File: src/rtl/cfg_port_pkg.sv
package cfg_port_pkg;

    // Registered edge and status state of the front end
    typedef struct packed {
        logic sclk_prev;
        logic ld_prev;
        logic pd;
    } front_t;

    localparam front_t FRONT_RST = '{sclk_prev: 1'b0, ld_prev: 1'b0, pd: 1'b1};

endpackage

File: src/rtl/cfg_sync.sv
module cfg_sync #(
    parameter int unsigned W      = 4,
    parameter int unsigned STAGES = 2
) (
    input  logic         clk,
    input  logic         rst_n,
    input  logic [W-1:0] din,
    output logic [W-1:0] dout
);
    logic [STAGES-1:0][W-1:0] stg_d, stg_q;

    always_comb begin
        stg_d = {stg_q[STAGES-2:0], din};
    end

    always_ff @(posedge clk or negedge rst_n) begin
        if (!rst_n) stg_q <= '0;
        else        stg_q <= stg_d;
    end

    assign dout = stg_q[STAGES-1];
endmodule

File: src/rtl/cfg_shifter.sv
module cfg_shifter #(
    parameter int unsigned WORD_W = 24
) (
    input  logic              clk,
    input  logic              rst_n,
    input  logic              shift_en,
    input  logic              bit_in,
    output logic [WORD_W-1:0] word_o
);
    logic [WORD_W-1:0] sr_d, sr_q;

    always_comb begin
        sr_d = sr_q;
        if (shift_en) sr_d = {sr_q[WORD_W-2:0], bit_in};
    end

    always_ff @(posedge clk or negedge rst_n) begin
        if (!rst_n) sr_q <= '0;
        else        sr_q <= sr_d;
    end

    assign word_o = sr_q;
endmodule

File: src/rtl/cfg_latch_bank.sv
module cfg_latch_bank #(
    parameter int unsigned PAY_W = 22,
    parameter int unsigned SEL_W = 2,
    localparam int unsigned NUM  = 1 << SEL_W
) (
    input  logic               clk,
    input  logic               rst_n,
    input  logic               load,
    input  logic [SEL_W-1:0]   sel,
    input  logic [PAY_W-1:0]   pay_in,
    output logic [NUM*PAY_W-1:0] pay_o,
    output logic [NUM-1:0]     stb_o
);
    for (genvar k = 0; k < NUM; k++) begin : g_reg
        logic [PAY_W-1:0] reg_d, reg_q;
        logic             stb_d, stb_q;
        logic             hit;

        assign hit = load && (sel == SEL_W'(k));

        always_comb begin
            reg_d = hit ? pay_in : reg_q;
            stb_d = hit;
        end

        always_ff @(posedge clk or negedge rst_n) begin
            if (!rst_n) begin
                reg_q <= '0;
                stb_q <= 1'b0;
            end else begin
                reg_q <= reg_d;
                stb_q <= stb_d;
            end
        end

        assign pay_o[k*PAY_W +: PAY_W] = reg_q;
        assign stb_o[k]                = stb_q;
    end
endmodule

File: src/rtl/serial_cfg_port.sv
module serial_cfg_port #(
    parameter int unsigned WORD_W      = 24,
    parameter int unsigned SEL_W       = 2,
    parameter int unsigned SYNC_STAGES = 2,
    localparam int unsigned NUM_LATCH  = 1 << SEL_W,
    localparam int unsigned PAY_W      = WORD_W - SEL_W
) (
    input  logic                       clk,
    input  logic                       rst_n,
    input  logic                       ser_clk_i,
    input  logic                       ser_dat_i,
    input  logic                       ser_ld_i,
    input  logic                       chip_en_i,
    output logic [NUM_LATCH*PAY_W-1:0] cfg_o,
    output logic [NUM_LATCH-1:0]       upd_o,
    output logic                       pwr_down_o
);
    import cfg_port_pkg::*;

    logic [3:0]        raw_in, sync_out;
    logic              sclk_s, dat_s, ld_s, ce_s;
    logic              sclk_rise, ld_rise, shift_en;
    logic [WORD_W-1:0] word;
    front_t            st_d, st_q;

    assign raw_in = {chip_en_i, ser_ld_i, ser_dat_i, ser_clk_i};

    cfg_sync #(.W(4), .STAGES(SYNC_STAGES)) u_sync (
        .clk  (clk),
        .rst_n(rst_n),
        .din  (raw_in),
        .dout (sync_out)
    );

    assign {ce_s, ld_s, dat_s, sclk_s} = sync_out;

    // Edge detection in the system-clock domain; shifting frozen while load is high
    assign sclk_rise = sclk_s & ~st_q.sclk_prev;
    assign ld_rise   = ld_s & ~st_q.ld_prev;
    assign shift_en  = sclk_rise & ~ld_s;

    always_comb begin
        st_d           = st_q;
        st_d.sclk_prev = sclk_s;
        st_d.ld_prev   = ld_s;
        st_d.pd        = ~ce_s;
    end

    always_ff @(posedge clk or negedge rst_n) begin
        if (!rst_n) st_q <= FRONT_RST;
        else        st_q <= st_d;
    end

    cfg_shifter #(.WORD_W(WORD_W)) u_shift (
        .clk     (clk),
        .rst_n   (rst_n),
        .shift_en(shift_en),
        .bit_in  (dat_s),
        .word_o  (word)
    );

    cfg_latch_bank #(.PAY_W(PAY_W), .SEL_W(SEL_W)) u_bank (
        .clk   (clk),
        .rst_n (rst_n),
        .load  (ld_rise),
        .sel   (word[SEL_W-1:0]),
        .pay_in(word[WORD_W-1:SEL_W]),
        .pay_o (cfg_o),
        .stb_o (upd_o)
    );

    assign pwr_down_o = st_q.pd;
endmodule

File: config.mk
export PLATFORM = sky130hd
export DESIGN_NAME = serial_cfg_port
export DESIGN_NICKNAME = d
export VERILOG_FILES = /design/src/rtl/cfg_port_pkg.sv /design/src/rtl/cfg_sync.sv /design/src/rtl/cfg_shifter.sv /design/src/rtl/cfg_latch_bank.sv /design/src/rtl/serial_cfg_port.sv
export SDC_FILE = /design/constraint.sdc
export NUM_CORES = 1
export LEC_CHECK = 0
export BUFFER_PORTS_ARGS = -buffer_cell sky130_fd_sc_hd__buf_2
export CORE_ASPECT_RATIO = 0.9
export CORE_MARGIN = 2
export CORE_UTILIZATION = 48
export CTS_CLUSTER_SIZE = 8
export DETAILED_ROUTE_END_ITERATION = 7
export PLACE_DENSITY = 0.83
export SLEW_MARGIN = 20
export SYNTH_ARGS = -nofsm -noshare
export SYNTH_HDL_FRONTEND = slang
export SYNTH_SLANG_ARGS = --single-unit
File: constraint.sdc
create_clock -name clk -period 1.5 [get_ports clk]
set_input_delay 0 -clock clk [delete_from_list [all_inputs] [get_ports clk]]
set_output_delay 0 -clock clk [all_outputs]
set_load 0.01 [all_outputs]
After elaboration in Yosys (flattened, before gate mapping)
Index checks and enable logic that the tools add are counted.
- flip-flop bits (word level): 127
- bits of input ports: 6
- word-level logic and storage cells: 29
- equality and inequality tests: 3
- bitwise logic cells: 7
- reduce and logical (&&, ||, !) cells: 5
- operator list (operator ; count):
    $eq 2x2->1 const B ; 2
    $logic_and 1x1->1 ; 4
    $not 1->1 ; 4
    $and 1x1->1 ; 3
    $eq 2x1->1 const B ; 1
    $logic_not 2->1 ; 1

Longest topological paths before layout
- depth in word-level cells: 3
- mapped depth: 4

Cells and area by module
From an unflattened synthesis, not the netlist that was laid out.
- cell total of the unflattened synthesis: 264
- area, all modules: 4727.0 µm²
- modules (own cells, without submodules) (module ; times used ; cells each ; area each (µm²) ; seq. area each (µm²)):
    cfg_latch_bank ; 1 ; 199 ; 3428.3 ; 2302.2
    cfg_shifter ; 1 ; 51 ; 997.2 ; 600.6
    cfg_sync ; 1 ; 8 ; 200.2 ; 200.2
    serial_cfg_port ; 1 ; 6 ; 101.3 ; 76.3

Worst setup path after synthesis
Ideal clock, no wire load.
- path kind: register to register
- from: register u_shift.sr_q[1], in the netlist u_shift.word_o[1]
- to: register u_bank.g_reg[0].reg_q[10]
- setup time: 125 ps
- data arrival time: 1351 ps
- data required time: 1375 ps
- setup slack: 24 ps
- stages on the path, launching flop included: 4
- period minus slack after synthesis: 1476 ps
- path through: dfrtp_1 nor4b_4 buf_4 mux2_2
- word-level cells in the longest chain between the ends: 2
- ends and longest elaborated chain (what ; line ; text):
    start, declared ; cfg_shifter.sv:10 ; logic [WORD_W-1:0] sr_d, sr_q;
    start signal, assigned ; cfg_shifter.sv:19 ; else sr_q <= sr_d;
    $logic_not 2->1 ; cfg_latch_bank.sv:19 ; assign hit = load && (sel == SEL_W'(k));
    $logic_and 1x1->1 ; cfg_latch_bank.sv:19 ;
    end signal, assigned ; cfg_latch_bank.sv:31 ; reg_q <= reg_d;
    end, declared ; cfg_latch_bank.sv:15 ; logic [PAY_W-1:0] reg_d, reg_q;
No other way between the ends.
A chain may end at the register's enable or synchronous reset.

Worst setup path after layout
- from: register u_shift.sr_q[1], in the netlist u_shift.word_o[1]
- to: register u_bank.g_reg[0].reg_q[19]
Same word-level chain as after synthesis.

==> results.ini <==
[grt]
grt_use_total_pct = 20.7
grt_first_pass_wirelength_um = 16200
antenna_found_initial = 0
grt_start_max_net_pins = 35
gr-total-overflow = 0
vias_in_the_first_global_route = 2848

[routing]
drt-pass1-iter-count = 5
viasPerCell = 5.08
antenna_violating_nets_post_route = 0
initialDrtViolationCount = 98
drt-wirelength-per-cell_um = 20.9
total_wire_length_after_detailed_routing_um = 11300
num_vias = 2751
post_route_drc_violation_count = 0

[worst_setup_path]
worst-path-max-fanout = 8
crit-reg2reg-capture = u_bank.g_reg[0].reg_q[19]
worst-endpoint-required_ns = 1.89
r2r-start = u_shift.word_o[1]
endpoint_kind = flip-flop
critical_path_class = reg -> reg
timing.critical_path.from_type = flip-flop
timing.reg2reg.worst_path_depth = 4
data_arrival_time_of_the_critical_path_ns = 2.03
ff2ff_setup_slack_ns = -0.13
timing.critical_path.from = u_shift.word_o[1]
capture_point_of_the_worst_path = u_bank.g_reg[0].reg_q[19]

[timing]
setup_viol_count_final = 76
worstMarginPinSlew_ns = 0.472
total_negative_setup_slack_ns = -5.30
layout_setup_ws_ns = -0.135
max_clock_freq_mhz = 612
grt_setup_unrepaired = true
fin_worst_skew_ns = 0.00831
fin_crit_sh_pct = 109
final_count_of_hold_timing_violations = 0
finalWorstPathRequiredPeriod_ns = 1.63
maxSlewHeadroom_pct = 68.5
count_of_pins_over_their_slew_limit = 0

[place]
finalWeightedCongestion = 0.707
numPlacedInstances = 489
dpl.hpwl_um = 6130
placement.io_buffers = 98

[cts]
cts.root.buffer_cell = sky130_fd_sc_hd__clkbuf_8
clk_sinks = 127
cts_tree = built
worst_skew_pair.late_latency_ns = 0.51
cts_made_buffers = 17
ctsHtreeMaxLevel = 4
worst_setup_hold_path_clk_slew_ns = 0.06
clk_path_buf_depth = 2

[pwr]
vdd.ir_drop.worst_mv = 1.20
report.power.total_mw = 10.2
p_leak_nw = 3.56
pwr_density_cell_nw_per_um2 = 1530

[synth]
ys_ff_latch = 127
synthesized_cell_area_um2 = 4640
mappedNetlistNets = 268
synth.avg_cell_area_um2 = 17.7
top_cell_type_s_share_of_synthesized_area_pct = 68.0
yosysTopAreaCell = sky130_fd_sc_hd__dfrtp_1
postSynthCellCount = 262
ys.warnings.count = 0
yosys-top-cells-area = sky130_fd_sc_hd__dfrtp_1 68%, sky130_fd_sc_hd__mux2_2 27%, sky130_fd_sc_hd__buf_4 1.3%
synth_seq_area_share_pct = 68.5
synthDistinctLibCells = 13

[die]
dieWidth_um = 108
start_util_pct = 48.7
rows = 34
die-area_um2 = 10500
io_pins = 99
core_area_um2 = 9530
die_h_um = 97.3

[cells_and_area]
instances_no_fill = 542
area_growth_pct = 44.1
final_layout_size_suffix_gt1_share_pct = 68.5
nets = 409
n_antenna_cell = 0

[run]
maxCapViolCount = 0

[outcome]
failed_checks = setup timing
status = complete, but fails checks

[hold_path]
worst_hold_path_type = in -> reg

[final cells by class]
| type | instances | area [um^2] |
|---|---|---|
| multi-input combinational | 117 | 1700 |
| sequential | 127 | 3180 |
| clock inverter | 14 | 203 |
| fill | 636 | 2850 |
| tap | 126 | 158 |
| inverter | 2 | 7.51 |
| timing repair buffer | 138 | 1000 |
| clock buffer | 18 | 428 |
[flip-flops by register name, indices dropped and copies added, names as in the netlist]
name,count
u_bank.g.stb_q,4
pwr_down_o,1
u_bank.g.reg_q,88
u_sync.dout,4
u_sync.stg_d,4
u_shift.word_o,24
st_q,2
[worst min-delay path by stage]
stage                    from                         to  slack, ns  depth (start not counted)
floorplan               rst_n                    st_q[1]      -0.30                          0
global placement        rst_n  u_bank.g_reg[2].reg_q[18]      -0.02                          1
detailed placement      rst_n  u_bank.g_reg[2].reg_q[18]      -0.02                          1
CTS                 ser_dat_i            u_sync.stg_d[5]       0.12                          2
global route        ser_dat_i            u_sync.stg_d[5]       0.12                          2
finish              ser_dat_i            u_sync.stg_d[5]       0.12                          2
[cell usage after synthesis]
cell type / instances
sky130_fd_sc_hd__mux2_1: 2
sky130_fd_sc_hd__dfrtp_1: 126
sky130_fd_sc_hd__mux2_2: 110
sky130_fd_sc_hd__nand4b_1: 1
sky130_fd_sc_hd__buf_2: 2
sky130_fd_sc_hd__nor3b_2: 1
sky130_fd_sc_hd__buf_4: 8
sky130_fd_sc_hd__clkbuf_2: 2
sky130_fd_sc_hd__nor4bb_1: 2
sky130_fd_sc_hd__dfstp_2: 1
sky130_fd_sc_hd__inv_1: 2
sky130_fd_sc_hd__nor4b_4: 1
sky130_fd_sc_hd__buf_6: 4
[power by group]
group          internal, mW  total [mW]  switching, mW  leakage [nW]
clock                  2.78        4.34           1.57         0.308
combinational         0.953        1.62          0.671          1.54
sequential             3.84        4.27          0.421          1.71
total                  7.57        10.2           2.66          3.56
[metrics by stage]
step | hold WS [ns] | cell area, um^2 | utilization [%] | setup slack [ns]
after floorplan | -0.296 | 4640 | - | 0.0242
after global placement | -0.0192 | 5410 | 56.7 | -0.0272
after detailed placement | -0.0152 | 5410 | 56.7 | -0.0622
after CTS | 0.116 | 6350 | 66.6 | -0.0475
after global routing | 0.124 | 6680 | 70.1 | -0.165
final | 0.123 | 6680 | 70.1 | -0.135
[kinds of logic after synthesis]
kind of cell	after synthesis	synth area share [%]
buffers and inverters	18	2.86
multiplexers	112	27.2
flip-flops	127	68.5
AND/OR/NAND/NOR	5	1.40
[metal layers]
layer	track usage, %	share of wire, %	up-vias
met4	6.51	0.60	0
met2	33.6	53	61
met1	27.6	43	1477
li1	-	-	1207
met3	5.10	3.9	6
met5	0	0	-
[critical path, cell delays in order (launching register included)]
cell,delay (ns)
sky130_fd_sc_hd__dfrtp_2,0.48
sky130_fd_sc_hd__nor4b_4,0.39
sky130_fd_sc_hd__buf_4,0.18
sky130_fd_sc_hd__clkbuf_16,0.16
sky130_fd_sc_hd__mux2_4,0.30
[placed cells by master, fill, tap and decap left out]
cell | synthesis | layout
sky130_fd_sc_hd__buf_6 | 4 | 7
sky130_fd_sc_hd__inv_6 | 0 | 6
sky130_fd_sc_hd__dlygate4sd3_1 | 0 | 6
sky130_fd_sc_hd__dfrtp_1 | 126 | 122
sky130_fd_sc_hd__buf_4 | 8 | 14
sky130_fd_sc_hd__buf_8 | 0 | 4
sky130_fd_sc_hd__dfrtp_2 | 0 | 4
sky130_fd_sc_hd__inv_1 | 2 | 2
sky130_fd_sc_hd__nor4b_4 | 1 | 1
sky130_fd_sc_hd__clkinv_2 | 0 | 1
sky130_fd_sc_hd__nor3b_4 | 0 | 1
sky130_fd_sc_hd__buf_2 | 2 | 97
sky130_fd_sc_hd__clkinvlp_4 | 0 | 1
sky130_fd_sc_hd__nor4bb_4 | 0 | 2
sky130_fd_sc_hd__clkinv_4 | 0 | 2
sky130_fd_sc_hd__bufinv_16 | 0 | 4
sky130_fd_sc_hd__buf_12 | 0 | 7
sky130_fd_sc_hd__mux2_4 | 0 | 89
sky130_fd_sc_hd__nand4b_1 | 1 | 1
sky130_fd_sc_hd__clkbuf_16 | 0 | 19
sky130_fd_sc_hd__mux2_2 | 110 | 23
sky130_fd_sc_hd__clkbuf_8 | 0 | 2
sky130_fd_sc_hd__dfstp_2 | 1 | 1
[timing repair]
action                     4_1_cts  5_1_grt
setup endpoints to repair       83       90
hold endpoints to repair       130        0
resized for setup               60       57
pin swaps                        3        3
hold buffers                     6        0
buffers inserted                 3        8
cloned                           2        3
Note: power is estimated with default switching activity, not from simulation.
